`config.mk`:
```
export PLATFORM = sky130hd
export DESIGN_NAME = uart_irq_unit
export DESIGN_NICKNAME = d
export VERILOG_FILES = /design/src/rtl/uart_irq_pkg.sv /design/src/rtl/uart_irq_sticky.sv /design/src/rtl/uart_irq_status.sv /design/src/rtl/uart_irq_gate.sv /design/src/rtl/uart_irq_vector.sv /design/src/rtl/uart_irq_unit.sv
export SDC_FILE = /design/constraint.sdc
export NUM_CORES = 1
export LEC_CHECK = 0
export ABC_CLOCK_PERIOD_IN_PS = 2200
export BUFFER_PORTS_ARGS = -buffer_cell sky130_fd_sc_hd__buf_2
export CORE_MARGIN = 2
export CORE_UTILIZATION = 30
export CTS_CLUSTER_SIZE = 25
export DETAILED_ROUTE_END_ITERATION = 8
export PLACE_DENSITY = 0.58
export SYNTH_ARGS = -nofsm -noshare
export SYNTH_HDL_FRONTEND = slang
export SYNTH_SLANG_ARGS = --single-unit
```
`constraint.sdc`:
```
create_clock -name clk -period 2.2 [get_ports clk]
set_input_delay 0.11 -clock clk [delete_from_list [all_inputs] [get_ports clk]]
set_output_delay 0.11 -clock clk [all_outputs]
set_load 0.05 [all_outputs]
```
`src/rtl/uart_irq_pkg.sv`:
```
package uart_irq_pkg;
  localparam int unsigned STAT_W   = 8;
  localparam int unsigned ADDR_W   = 4;
  localparam int unsigned BIT_PORT = 7;
  localparam int unsigned BIT_CNT  = 3;
  localparam int unsigned BIT_BRK  = 2;
  localparam int unsigned BIT_RX   = 1;
  localparam int unsigned BIT_TX   = 0;
  localparam int unsigned N_STICKY = 3;
endpackage

```
`src/rtl/uart_irq_sticky.sv`:
```
module uart_irq_sticky (
  input  logic clk,
  input  logic rst_n,
  input  logic set_i,
  input  logic clr_i,
  output logic q_o
);
  logic q_d;

  always_comb begin
    q_d = q_o;
    if (clr_i) q_d = 1'b0;
    if (set_i) q_d = 1'b1;  // a set in the same cycle wins
  end

  always_ff @(posedge clk or negedge rst_n) begin
    if (!rst_n) q_o <= 1'b0;
    else        q_o <= q_d;
  end
endmodule

```
`src/rtl/uart_irq_status.sv`:
```
module uart_irq_status
  import uart_irq_pkg::*;
(
  input  logic              clk,
  input  logic              rst_n,
  input  logic              ev_port_change,
  input  logic              ev_count_tc,
  input  logic              ev_timer_zero,
  input  logic              timer_mode,
  input  logic              ev_break_edge,
  input  logic              rx_level_irq,
  input  logic              tx_level_irq,
  input  logic              clr_port_read,
  input  logic              cmd_stop_count,
  input  logic              cmd_reset_break,
  output logic [STAT_W-1:0] status_o
);
  localparam int unsigned IDX_PORT = 2;
  localparam int unsigned IDX_CNT  = 1;
  localparam int unsigned IDX_BRK  = 0;

  logic [N_STICKY-1:0] set_v, clr_v, q_v;
  logic                phase_q, phase_d;
  logic                cnt_set;
  logic [1:0]          lvl_q, lvl_d;

  // timer mode: every second zero count completes one square-wave period
  always_comb begin
    phase_d = phase_q;
    if (!timer_mode)        phase_d = 1'b0;
    else if (ev_timer_zero) phase_d = ~phase_q;
  end

  always_comb begin
    cnt_set = timer_mode ? (ev_timer_zero & phase_q) : ev_count_tc;
    set_v[IDX_PORT] = ev_port_change;
    clr_v[IDX_PORT] = clr_port_read;
    set_v[IDX_CNT]  = cnt_set;
    clr_v[IDX_CNT]  = cmd_stop_count;
    set_v[IDX_BRK]  = ev_break_edge;
    clr_v[IDX_BRK]  = cmd_reset_break;
    lvl_d           = {rx_level_irq, tx_level_irq};
  end

  for (genvar i = 0; i < N_STICKY; i++) begin : g_sticky
    uart_irq_sticky u_bit (
      .clk   (clk),
      .rst_n (rst_n),
      .set_i (set_v[i]),
      .clr_i (clr_v[i]),
      .q_o   (q_v[i])
    );
  end

  always_ff @(posedge clk or negedge rst_n) begin
    if (!rst_n) begin
      phase_q <= 1'b0;
      lvl_q   <= 2'b00;
    end else begin
      phase_q <= phase_d;
      lvl_q   <= lvl_d;
    end
  end

  always_comb begin
    status_o           = '0;
    status_o[BIT_PORT] = q_v[IDX_PORT];
    status_o[BIT_CNT]  = q_v[IDX_CNT];
    status_o[BIT_BRK]  = q_v[IDX_BRK];
    status_o[BIT_RX]   = lvl_q[1];
    status_o[BIT_TX]   = lvl_q[0];
  end
endmodule

```
`src/rtl/uart_irq_gate.sv`:
```
module uart_irq_gate
  import uart_irq_pkg::*;
(
  input  logic              clk,
  input  logic              rst_n,
  input  logic              mask_we,
  input  logic [STAT_W-1:0] mask_wdata,
  input  logic [STAT_W-1:0] status_i,
  output logic [STAT_W-1:0] mask_o,
  output logic              irq_n_o
);
  logic [STAT_W-1:0] mask_d;
  logic              irq_n_d;

  always_comb begin
    mask_d  = mask_we ? mask_wdata : mask_o;
    irq_n_d = ~(|(status_i & mask_o));
  end

  always_ff @(posedge clk or negedge rst_n) begin
    if (!rst_n) begin
      mask_o  <= '0;
      irq_n_o <= 1'b1;
    end else begin
      mask_o  <= mask_d;
      irq_n_o <= irq_n_d;
    end
  end
endmodule

```
`src/rtl/uart_irq_vector.sv`:
```
module uart_irq_vector
  import uart_irq_pkg::*;
#(
  parameter logic [STAT_W-1:0] RESET_VAL = 8'h0F
) (
  input  logic              clk,
  input  logic              rst_n,
  input  logic              we,
  input  logic [STAT_W-1:0] wdata,
  output logic [STAT_W-1:0] vec_o
);
  logic [STAT_W-1:0] vec_d;

  always_comb vec_d = we ? wdata : vec_o;

  always_ff @(posedge clk or negedge rst_n) begin
    if (!rst_n) vec_o <= RESET_VAL;
    else        vec_o <= vec_d;
  end
endmodule

```
`src/rtl/uart_irq_unit.sv`:
```
module uart_irq_unit
  import uart_irq_pkg::*;
#(
  parameter logic [ADDR_W-1:0] STAT_ADDR = 4'h5,
  parameter logic [ADDR_W-1:0] VEC_ADDR  = 4'hC,
  parameter logic [STAT_W-1:0] VEC_RESET = 8'h0F
) (
  input  logic              clk,
  input  logic              rst_n,
  input  logic              cpu_rd,
  input  logic              cpu_wr,
  input  logic [ADDR_W-1:0] cpu_addr,
  input  logic [STAT_W-1:0] cpu_wdata,
  output logic [STAT_W-1:0] cpu_rdata,
  input  logic              iack_n,
  input  logic              ev_port_change,
  input  logic              ev_count_tc,
  input  logic              ev_timer_zero,
  input  logic              timer_mode,
  input  logic              ev_break_edge,
  input  logic              rx_level_irq,
  input  logic              tx_level_irq,
  input  logic              clr_port_read,
  input  logic              cmd_stop_count,
  input  logic              cmd_reset_break,
  output logic              irq_n
);
  logic [STAT_W-1:0] stat_w, mask_w, vec_w;
  logic              mask_we, vec_we;

  always_comb begin
    mask_we = cpu_wr && (cpu_addr == STAT_ADDR);
    vec_we  = cpu_wr && (cpu_addr == VEC_ADDR);
  end

  uart_irq_status u_status (
    .clk             (clk),
    .rst_n           (rst_n),
    .ev_port_change  (ev_port_change),
    .ev_count_tc     (ev_count_tc),
    .ev_timer_zero   (ev_timer_zero),
    .timer_mode      (timer_mode),
    .ev_break_edge   (ev_break_edge),
    .rx_level_irq    (rx_level_irq),
    .tx_level_irq    (tx_level_irq),
    .clr_port_read   (clr_port_read),
    .cmd_stop_count  (cmd_stop_count),
    .cmd_reset_break (cmd_reset_break),
    .status_o        (stat_w)
  );

  uart_irq_gate u_gate (
    .clk        (clk),
    .rst_n      (rst_n),
    .mask_we    (mask_we),
    .mask_wdata (cpu_wdata),
    .status_i   (stat_w),
    .mask_o     (mask_w),
    .irq_n_o    (irq_n)
  );

  uart_irq_vector #(.RESET_VAL(VEC_RESET)) u_vector (
    .clk   (clk),
    .rst_n (rst_n),
    .we    (vec_we),
    .wdata (cpu_wdata),
    .vec_o (vec_w)
  );

  // acknowledge takes priority over any ordinary read
  always_comb begin
    cpu_rdata = '0;
    if (!iack_n) begin
      cpu_rdata = vec_w;
    end else if (cpu_rd) begin
      if (cpu_addr == STAT_ADDR)     cpu_rdata = stat_w;
      else if (cpu_addr == VEC_ADDR) cpu_rdata = vec_w;
    end
  end
endmodule

```
=== Word level (Yosys, flattened, before mapping) ===
Index checks and enable logic that the tools add are counted.

* Equality and inequality tests: 3
* Mux-type cells: 13
* Bitwise logic cells: 4
* Reductions and logical operators: 6

{| class="wikitable"
|+ Operator list
! operator !! count
|-
| two-way mux 8 bit || 4
|-
| two-way mux 1 bit || 9
|-
| bitwise AND 8 bit || 1
|-
| OR reduction 8 bit || 1
|-
| nonzero test 2 bit || 3
|-
| == test 4 x 3 -> 1 bit, second input constant || 1
|-
| == test 4 bit, second input constant || 1
|-
| logical AND 1 bit || 2
|-
| != test 2 bit, second input constant || 1
|-
| NOT 1 bit || 2
|-
| bitwise AND 1 bit || 1
|}

* Bits in registers: 23
* Input bits: 27

=== Depth between registers and ports, before layout ===
Gate-level depths: netlist of run 1.

* Depth after elaboration: 5
* Depth in mapped cells: 3
* Mapped depth without buffers: 3

=== Cells and area by module ===
From an unflattened synthesis of run 1, not the netlist that was laid out.

* Cell total of the unflattened synthesis: 77
* Area, all modules: 1122.3 µm²

{| class="wikitable"
|+ Modules (own cells, without submodules)
! module !! times used !! cells each !! area each (µm²) !! seq. area each (µm²)
|-
| uart_irq_gate || 1 || 23 || 396.6 || 226.5
|-
| uart_irq_vector || 1 || 17 || 336.6 || 205.2
|-
| uart_irq_unit || 1 || 16 || 150.1 || 0.0
|-
| uart_irq_status || 1 || 12 || 130.1 || 75.1
|-
| uart_irq_sticky || 3 || 3 || 36.3 || 25.0
|}

=== Worst setup path after synthesis of run 1 ===
OpenSTA, ideal clock, no wires.

* Path kind: input port to output port
* Start: input cpu_addr[0]
* End: output cpu_rdata[0]
* Data arrival time: 1.114 ns
* Data required time: 2.090 ns
* Setup slack: 0.976 ns
* Stages: 3
* Path buffers: 0
* Cells stage by stage: nand2b_1 -> o21ai_1 -> a22o_1

* Word-level cells in the longest chain between the ends: 5
* Elaborated cells on any way between the ends: 6
* Classes of those cells: eq/ne (2); mux (4)

{| class="wikitable"
|+ RTL lines
! what !! line !! text
|-
| start: declaration || uart_irq_unit.sv:12 || <nowiki>input logic [ADDR_W-1:0] cpu_addr,</nowiki>
|-
| == test 4 bit || uart_irq_unit.sv:77 || <nowiki>else if (cpu_addr == VEC_ADDR) cpu_rdata = vec_w;</nowiki>
|-
| two-way mux 8 bit || uart_irq_unit.sv:77 ||
|-
| two-way mux 8 bit * || uart_irq_unit.sv:76 || <nowiki>if (cpu_addr == STAT_ADDR) cpu_rdata = stat_w;</nowiki>
|-
| two-way mux 8 bit * || uart_irq_unit.sv:75 || <nowiki>end else if (cpu_rd) begin</nowiki>
|-
| two-way mux 8 bit * || uart_irq_unit.sv:73 || <nowiki>if (!iack_n) begin</nowiki>
|-
| end: declaration || uart_irq_unit.sv:14 || <nowiki>output logic [STAT_W-1:0] cpu_rdata,</nowiki>
|}

Every way passes the cells marked *; elsewhere a longest branch is shown, timed or not.

=== Final worst setup path of run 1 ===
* Start: input cpu_addr[0]
* End: output cpu_rdata[2]

The elaborated chain is that of the path after synthesis.

==> impl_metrics.ini, run 1 <==
[status]
status = completed

[timing]
final_hold_viol_count = 0
slew_violations = 0
setup-violations-final = 0
finalSetupTns_ns = 0
worstMarginPinSlew_ns = 0.603
max_freq_mhz = 650
period_needed_ns = 1.54
max_slew_margin_pct = 59.5
clock_skew_ns = 0.00306
timing.hold.ws_ns = 0.0377
fin_crit_sh_pct = 70.0
rsz0062_at_grt = no

[routing]
drt-initial-drc-count = 16
routed_via_density = 4.82
drt_pass1_iterations = 4
vias = 661
wl_um = 1810
ant_nets = 0
drc_errors = 0
wl_per_cell_um = 13.2

[synth]
ys_seq_area_share_pct = 57.8
synth_top_cell_area_share_pct = 42.8
syn_area_sq_um = 877
ys.flop_type = dfrtp_1
ys_types = 19
synth_nets = 89
syn-instance-count = 62
yosys_warnings = 0
synth_common_cells = dfrtp_1, mux2_2, a22o_1, dfstp_2, inv_1
synth_area_per_cell_sq_um = 14.1
synth_edf_count = 0
synth_area_leader_cell = dfrtp_1
synth_area_leaders = dfrtp_1, mux2_2, dfstp_2, a22o_1, and2_1
ys_seq_elements = 20
synth.most_common_cell = dfrtp_1
ys_async_sr_fraction_pct = 100

[cts]
cts_max_level = 1
cts_max_path_buffers = 2
cts_resized = 0
cts_inserted_buffers = 3
root_buffer = clkbuf_4
post-cts-setup-buffers = 0
cts_tree = done
cts_sinks = 20
clk_pin_slew_ns = 0.11
clk_latency_ns = 0.30
holdBufCountCts = 5

[hold_path]
min_path_type = in -> reg

[setup_path]
worst_setup_path_end_kind = output port
worstSetupStartpointType = input port
r2r-start = u_status.g_sticky[2].u_bit.q_o
crit_arrival_ns = 1.43
reg2reg_setup_slack_ns = 1.03
criticalPathCategory = in -> out
cp_max_fo = 8
cp.required_ns = 2.09
crit_start = cpu_addr[0]
reg2reg_to = u_gate.irq_n_o
crit_path_end = cpu_rdata[2]
r2r_cells = 3

[grt]
grt_pass1_vias = 658
grt-ovfl-total = 0
grt_max_degree = 21
antenna_found_initial = 0
grt_usage_pct = 11.6
grt_pass1_wl_um = 2910

[floorplan]
dieWidth_um = 58.1
die_area_sq_um = 3370
io_pins = 36
initial_utilization_pct = 31.8
core_sq_um = 2760
die_h_um = 58.1
fp-row-count = 19

[finish]
fillCellCount = 270
diodes = 0
fin_cells = 137
drive_above_1_share_pct = 56.6
final_nets = 134
area_delta_synth_final_pct = 36.1

[placement]
dp.cells = 128
dp_hpwl_um = 1440
gp_congestion = 0.682
io_buffers = 35

[flow_run]
maxCapViolCount = 0

[pwr]
p_per_area_nw_per_um2 = 881
p_leak_uw = 0.000587
vdd_drop_max_v = 0.000509
-- state kept, by name (all words and copies together), names as in the netlist --
register	count
u_status.lvl_q	2
u_status.g_sticky.u_bit.q_o	3
u_gate.irq_n_o	1
u_gate.mask_o	5
u_vector.vec_o	8
u_status.phase_q	1
-- stage by stage --
step / utilization, % / instance area (sq um) / setup slack [ns] / power, uW
finish: 43.3 / 1190 / 0.661 / 1050
global route: 43.3 / 1190 / 0.563 / 1100
CTS: 43.3 / 1190 / 0.612 / 1060
detailed placement: 39.6 / 1090 / 0.621 / 763
global placement: 39.6 / 1090 / 0.651 / 755
floorplan: - / 877 / 0.976 / 681
-- layer usage --
metal  routed length (um)  vias up  GRT usage [%]
met2                  907       23           20.3
met5                    0        -              0
met4                   10        0           2.99
met3                  120        2           2.23
met1                  770      321           14.7
li1                     -      315              -
-- layout make-up --
type	instances	area (sq um)	area share [%]
clock buffers	3	22.5	1.89
well taps	31	38.8	3.25
multi-input cells	37	352	29.5
repair buffers	40	225	18.9
clock inverters	1	30.0	2.52
inverters	5	18.8	1.57
flip-flops and latches	20	507	42.5
-- worst max-delay path: stages --
cell      delay (ns)
buf_2           0.11
nand2b_1        0.19
o21ai_1         0.52
a22o_1          0.24
buf_2           0.26
-- where the power goes --
group          switching [uW]  internal [uW]
registers                33.3            452
logic                     158            112
clock network             111            184
-- layout by cell type (no fill, tap or decap), types with 2 or more instances in the layout --
master         netlist  layout
clkbuf_4             0       3
dlygate4sd3_1        0       5
buf_2                0      35
nand3b_1             2       2
dfstp_2              5       5
a21o_1               2       2
inv_1                5       5
a22o_1               5       5
and2_1               4       4
dfrtp_1             15      15
mux2_2              13      13
-- kinds of logic (layout without fill, tap and decap cells) --
| group | Yosys count | count (layout) | share of synthesized area, % |
|---|---|---|---|
| mux | 13 | 13 | 16.7 |
| simple gates | 12 | 12 | 12.0 |
| buf+inv | 5 | 49 | 2.14 |
| xor+xnor | 1 | 1 | 0.999 |
| compound gates | 11 | 11 | 10.4 |
| flops | 20 | 20 | 57.8 |
-- worst min path at each step --
| stage | start | to | cells past startpoint |
|---|---|---|---|
| after floorplan | rst_n | u_gate.mask_o[0] | 0 |
| after global placement | rst_n | u_status.lvl_q[1] | 1 |
| after detailed placement | rst_n | u_status.lvl_q[1] | 1 |
| after CTS | cpu_wdata[5] | u_vector.vec_o[5] | 2 |
| after global routing | cpu_wdata[5] | u_vector.vec_o[5] | 2 |
| final | cpu_wdata[5] | u_vector.vec_o[5] | 2 |
Power figures use the tool's default switching activity.
==> run 2: changes to the inputs <==
--- a/config.mk
+++ b/config.mk
@@ -5,13 +5,13 @@
 export SDC_FILE = /design/constraint.sdc
 export NUM_CORES = 1
 export LEC_CHECK = 0
-export ABC_CLOCK_PERIOD_IN_PS = 2200
+export ABC_CLOCK_PERIOD_IN_PS = 1350
 export BUFFER_PORTS_ARGS = -buffer_cell sky130_fd_sc_hd__buf_2
 export CORE_MARGIN = 2
 export CORE_UTILIZATION = 30
 export CTS_CLUSTER_SIZE = 25
 export DETAILED_ROUTE_END_ITERATION = 8
-export PLACE_DENSITY = 0.58
+export PLACE_DENSITY = 0.6
 export SYNTH_ARGS = -nofsm -noshare
 export SYNTH_HDL_FRONTEND = slang
 export SYNTH_SLANG_ARGS = --single-unit
==> constraint.sdc (replaced) <==
create_clock -name clk -period 1.35 [get_ports clk]
set_input_delay 0.0675 -clock clk [delete_from_list [all_inputs] [get_ports clk]]
set_output_delay 0.0675 -clock clk [all_outputs]
set_load 0.05 [all_outputs]
==> run 2 against run 1 <==
Compared with the run above:
- total power up 65%
- clock skew up 0.0064 ns
- routed wire length up 0.22%
- hold slack worse by 0.022 ns
==> impl_metrics.ini, run 2 (synthesis gave the netlist of run 1 again) <==
[status]
status = completed

[setup_path]
max_stage_delay_ns = 0.55
worst_setup_path_end_kind = output port
crit_arrival_ns = 1.23
r2r_cells = 3
criticalPathCategory = reg -> out
cp.required_ns = 1.28
worstSetupStartpointType = flop
crit_path_top_delay_cell = dfstp_2
cp_cell_sequence = a22o_1 > buf_2
cp_max_fo = 2

[floorplan]
initial_utilization_pct = 31.8
die_area_sq_um = 3370
dieWidth_um = 58.1
core_sq_um = 2760
io_pins = 36
fp-row-count = 19
die_h_um = 58.1

[cts]
cts_sinks = 20
clk_pin_slew_ns = 0.12
clk_latency_ns = 0.30
cts_max_level = 1
cts_tree = done
post-cts-setup-buffers = 0
cts_max_path_buffers = 2
root_buffer = clkbuf_4
cts_inserted_buffers = 3

[grt]
gr-usage-met3_pct = 1.79
grt_pass1_vias = 713
grt_pass1_wl_um = 3030
grt.busiest_layer = met2
grt_max_degree = 21
grt-ovfl-total = 0
grt_usage_pct = 11.7
globalRouteMet1Util_pct = 14.7
antenna_found_initial = 0
globalRouteMet2Util_pct = 19.8

[finish]
final_nets = 143
finish.utilization_pct = 46.5
largest_reg_flops = 8
area_delta_synth_final_pct = 46.1
top_register = u_vector.vec_o
final_cell_area_sq_um = 1280
reg_top3 = u_vector.vec_o: 8 flops, u_gate.mask_o: 5 flops, u_status.g_sticky.u_bit.q_o: 3 flops
mostFrequentLayoutCells = buf_2, dfrtp_1, mux2_2
diodes = 0
drive_above_1_share_pct = 53.9
layout_commonest_cell = buf_2

[hold_path]
min_path_cells = 2
min_path_type = in -> reg

[timing]
final_hold_viol_count = 0
setup-violations-final = 0
max_freq_mhz = 773
clock_skew_ns = 0.00945
max_slew_margin_pct = 70.6
rsz0062_at_grt = no
worstMarginPinSlew_ns = 0.441
slew_violations = 0
setup_slack_ns = 0.0560
fin_crit_sh_pct = 95.9
finalSetupTns_ns = 0
period_needed_ns = 1.29

[placement]
dp_hpwl_um = 1380
gp_congestion = 0.683
pre_cts_ws_ns = 0.139
io_buffers = 35
placed_area_sq_um = 1110

[routing]
routed_via_density = 4.71
drt-initial-drc-count = 4
drt_pass1_iterations = 4
ant_nets = 0
wl_per_cell_um = 12.4
drc_errors = 0
wl_um = 1810
vias = 688

[flow_run]
maxCapViolCount = 0

[pwr]
p_per_area_nw_per_um2 = 1350
vdd_drop_max_v = 0.000922
p_leak_uw = 0.000626
power.total_uw = 1730
## run 2: timing repair
item,CTS,global route
endpoints found under the hold margin,25,0
endpoints found under the setup margin,0,1
hold buffers,12,0
gates resized for setup,0,1
## run 2: area by class of cell
class | instances | area [sq um]
Fill cell | 263 | 1480
Timing Repair Buffer | 49 | 313
Multi-Input combinational cell | 37 | 352
Clock inverter | 1 | 30.0
Clock buffer | 3 | 22.5
Inverter | 5 | 18.8
Tap cell | 31 | 38.8
Sequential cell | 20 | 507
## run 2: power breakdown
group | internal (uW) | leakage [uW] | switching (uW)
Sequential | 737 | 0.000232 | 55.2
Combinational | 202 | 0.000366 | 261
Clock | 300 | 0.0000279 | 178
Total | 1240 | 0.000626 | 494
## run 2: final timing paths
check                                  startpoint                              to  slack, ns
max in group asynchronous                   rst_n               u_vector.vec_o[1]       0.78
min in group asynchronous                   rst_n                u_gate.mask_o[2]       0.22
worst max register to register   u_status.phase_q  u_status.g_sticky[1].u_bit.q_o       0.10
worst min register to register   u_gate.mask_o[2]                  u_gate.irq_n_o       0.43
worst min-delay path                 cpu_wdata[0]               u_vector.vec_o[0]       0.02
worst max-delay path            u_vector.vec_o[2]                    cpu_rdata[2]       0.06
## run 2: through the flow
stage	std cells	hold slack, ns
after floorplan	62	-0.228
after global placement	130	0.0280
after detailed placement	130	0.0327
after CTS	146	0.00406
after global routing	146	0.00159
final	146	0.0158
## run 2: critical path: cells and delay by family (launching register included)
kind / cells / cell delay, ns
AO/OA/AOI/OAI: 1 / 0.13
buffers and inverters: 1 / 0.25
flip-flops: 1 / 0.55
## run 2: metal layers
layer | wire, um | vias up
met4 | 8 | 0
met5 | 0 | -
met3 | 109 | 2
li1 | - | 330
met1 | 798 | 333
met2 | 896 | 23
==> run 3: changes to the inputs <==
--- a/config.mk
+++ b/config.mk
@@ -6,12 +6,15 @@
 export NUM_CORES = 1
 export LEC_CHECK = 0
 export ABC_CLOCK_PERIOD_IN_PS = 1350
-export BUFFER_PORTS_ARGS = -buffer_cell sky130_fd_sc_hd__buf_2
+export BUFFER_PORTS_ARGS = -buffer_cell sky130_fd_sc_hd__buf_4
+export CELL_PAD_IN_SITES_DETAIL_PLACEMENT = 0
+export CELL_PAD_IN_SITES_GLOBAL_PLACEMENT = 1
 export CORE_MARGIN = 2
 export CORE_UTILIZATION = 30
 export CTS_CLUSTER_SIZE = 25
 export DETAILED_ROUTE_END_ITERATION = 8
-export PLACE_DENSITY = 0.6
+export PLACE_DENSITY = 0.68
 export SYNTH_ARGS = -nofsm -noshare
 export SYNTH_HDL_FRONTEND = slang
+export SYNTH_HIERARCHICAL = 1
 export SYNTH_SLANG_ARGS = --single-unit
==> run 3 against run 2 <==
Compared with the run above:
- area after synthesis increased by 28%
- fmax up 9.8%
- hold slack improved by 0.021 ns
- global-route usage rose by 0.20 points
- routed wire length increased by 23%
- design area up 19%
- via count rose by 8.6%
- die area grew 26%
- final cell count increased by 15%
- non-clock buffer count down 7
- worst setup slack better by 0.12 ns
- first-iteration DRC count increased to 11 times the previous value
- largest power group unchanged
==> impl_metrics.ini, run 3 <==
[status]
status = completed

[synth]
ys.flop_type = dfrtp_1
synth.most_common_cell = dfrtp_1
synth-xor-area-share_pct = 0.780
synthAdderAreaFrac_pct = 0
synthSimpleGateAreaFrac_pct = 7.47
synth_compound_area_share_pct = 12.8
synth_area_per_cell_sq_um = 14.6
ys_seq_elements = 23
synth_top_cell_area_share_pct = 40.1
syn_area_sq_um = 1120
ys_types = 22
synth_area_leader_cell = dfrtp_1
ys_async_sr_fraction_pct = 100
synth_top_family_by_area = multiplexers
syn-instance-count = 77
yosys_warnings = 6
muxShareOfSynthArea_pct = 21.4
synth_edf_count = 0
synth_area_leaders = dfrtp_1, mux2_4, dfstp_2, a22o_1, a22oi_1
synth_common_cells = dfrtp_1, mux2_4, a22o_1, dfstp_2
ys_seq_area_share_pct = 51.8

[placement]
gp_congestion = 0.694
io_buffers = 35
dp_hpwl_um = 1680

[routing]
wl_per_cell_um = 13.3
wl_um = 2230
drt_pass1_iterations = 4
drc_errors = 0
drt-initial-drc-count = 45
ant_nets = 0
vias = 747
routed_via_density = 4.45

[floorplan]
fp-row-count = 22
io_pins = 36
initial_utilization_pct = 30.9
core_sq_um = 3630
die_area_sq_um = 4250
die_h_um = 65.2
dieWidth_um = 65.2

[hold_path]
hold_end = u_status/phase_q
min_path_cells = 2
min_path_type = in -> reg
worstHoldStart = timer_mode

[cts]
cts_sinks = 23
cts_inserted_buffers = 3
cts_max_path_buffers = 2
clk_latency_ns = 0.26
root_buffer = clkbuf_8
post-cts-setup-buffers = 0
cts_tree = done
clk_pin_slew_ns = 0.08
cts_max_level = 1

[setup_path]
reg2reg_setup_slack_ns = 0.44
crit_arrival_ns = 1.11
cp_max_fo = 2
crit_path_top_delay_cell = dfstp_2
max_stage_delay_ns = 0.53
r2r_cells = 2
criticalPathCategory = reg -> out
worstSetupStartpointType = flop
worst_setup_path_end_kind = output port
r2r-start = u_status/g_sticky[0].u_bit/q_o
cp_cell_sequence = a22o_1 > buf_4
reg2reg_to = u_gate/irq_n_o
cp.required_ns = 1.28

[finish]
finish.utilization_pct = 41.9
fillCellCount = 367
mostFrequentLayoutCells = buf_4, dfrtp_1, mux2_4
final_nets = 148
area_delta_synth_final_pct = 35.8
layout_commonest_cell = buf_4
drive_above_1_share_pct = 55.0
diodes = 0
reg_top3 = u_gate/mask_o: 8 flops, u_vector/vec_o: 8 flops, u_status/g_sticky.u_bit/q_o: 3 flops

[timing]
clock_skew_ns = 0.00189
max_freq_mhz = 849
timing.hold.ws_ns = 0.0367
period_needed_ns = 1.18
final_hold_viol_count = 0
setup-violations-final = 0
rsz0062_at_grt = no
slew_violations = 0
finalSetupTns_ns = 0
fin_crit_sh_pct = 87.3

[grt]
grt_pass1_vias = 797
antenna_found_initial = 0
grt-ovfl-total = 0
grt_pass1_wl_um = 3850
grt_max_degree = 24
grt_usage_pct = 11.9

[pwr]
power.total_uw = 1930
p_per_area_nw_per_um2 = 1260
p_leak_uw = 0.000740
vdd_drop_max_v = 0.000486

[flow_run]
maxCapViolCount = 0
## run 3: what timing repair did
| action | 4_1_cts | 5_1_grt |
|---|---|---|
| hold endpoints to repair | 27 | 0 |
| gates resized for setup | 0 | 0 |
| hold buffers | 5 | 0 |
## run 3: power breakdown
part / internal (uW) / leakage, uW / total [uW] / switching, uW
clock: 205 / 0.0000255 / 412 / 207
sequential: 847 / 0.000269 / 923 / 76.6
combinational: 313 / 0.000445 / 590 / 277
total: 1370 / 0.000740 / 1930 / 561
## run 3: worst max-delay path, delay by kind of cell (launching register included)
kind	cells	cell delay (ns)
compound gates	1	0.13
buf+inv	1	0.19
flops	1	0.53
## run 3: cells by family after synthesis
kind of cell / count (synthesis)
AND/OR/NAND/NOR: 10
XOR/XNOR: 1
other: 1
multiplexers: 16
buffers and inverters: 9
AO/OA/AOI/OAI: 17
flip-flops: 23
## run 3: worst max path at each step
stage / startpoint / endpoint / slack, ns
2_1_floorplan: cpu_addr[1] / u_gate/mask_o[0] / 0.31
5_1_grt: u_vector/vec_o[0] / cpu_rdata[0] / 0.11
4_1_cts: u_vector/vec_o[3] / cpu_rdata[3] / 0.15
6_report: u_vector/vec_o[3] / cpu_rdata[3] / 0.17
3_3_place_gp: cpu_addr[1] / u_gate/mask_o[1] / 0.19
3_5_place_dp: cpu_addr[1] / u_gate/mask_o[7] / 0.16
## run 3: layout make-up
cell class              instances  area (sq um)  share of cell area, %
well taps                      48          60.1                   3.94
multi-input cells              47           493                   32.3
flip-flops and latches         23           582                   38.2
clock buffers                   3          41.3                   2.71
clock inverters                 1          5.00                  0.328
inverters                       4          15.0                  0.985
repair buffers                 42           328                   21.5
## run 3: per-stage QoR
stage,instances,setup WS [ns],area (sq um)
after CTS,168,0.153,1520
after global placement,159,0.186,1430
final,168,0.172,1520
after detailed placement,159,0.163,1430
after floorplan,79,0.310,1130
after global routing,168,0.111,1520
## run 3: layer usage
metal / part of all wire (%) / vias to the layer above / wire, um / GRT usage (%)
li1: - / 356 / - / -
met1: 44 / 366 / 991 / 15.7
met2: 49 / 23 / 1090 / 19.4
met3: 5.8 / 2 / 129 / 2.40
met4: 0.58 / 0 / 13 / 3.91
met5: 0 / - / 0 / 0
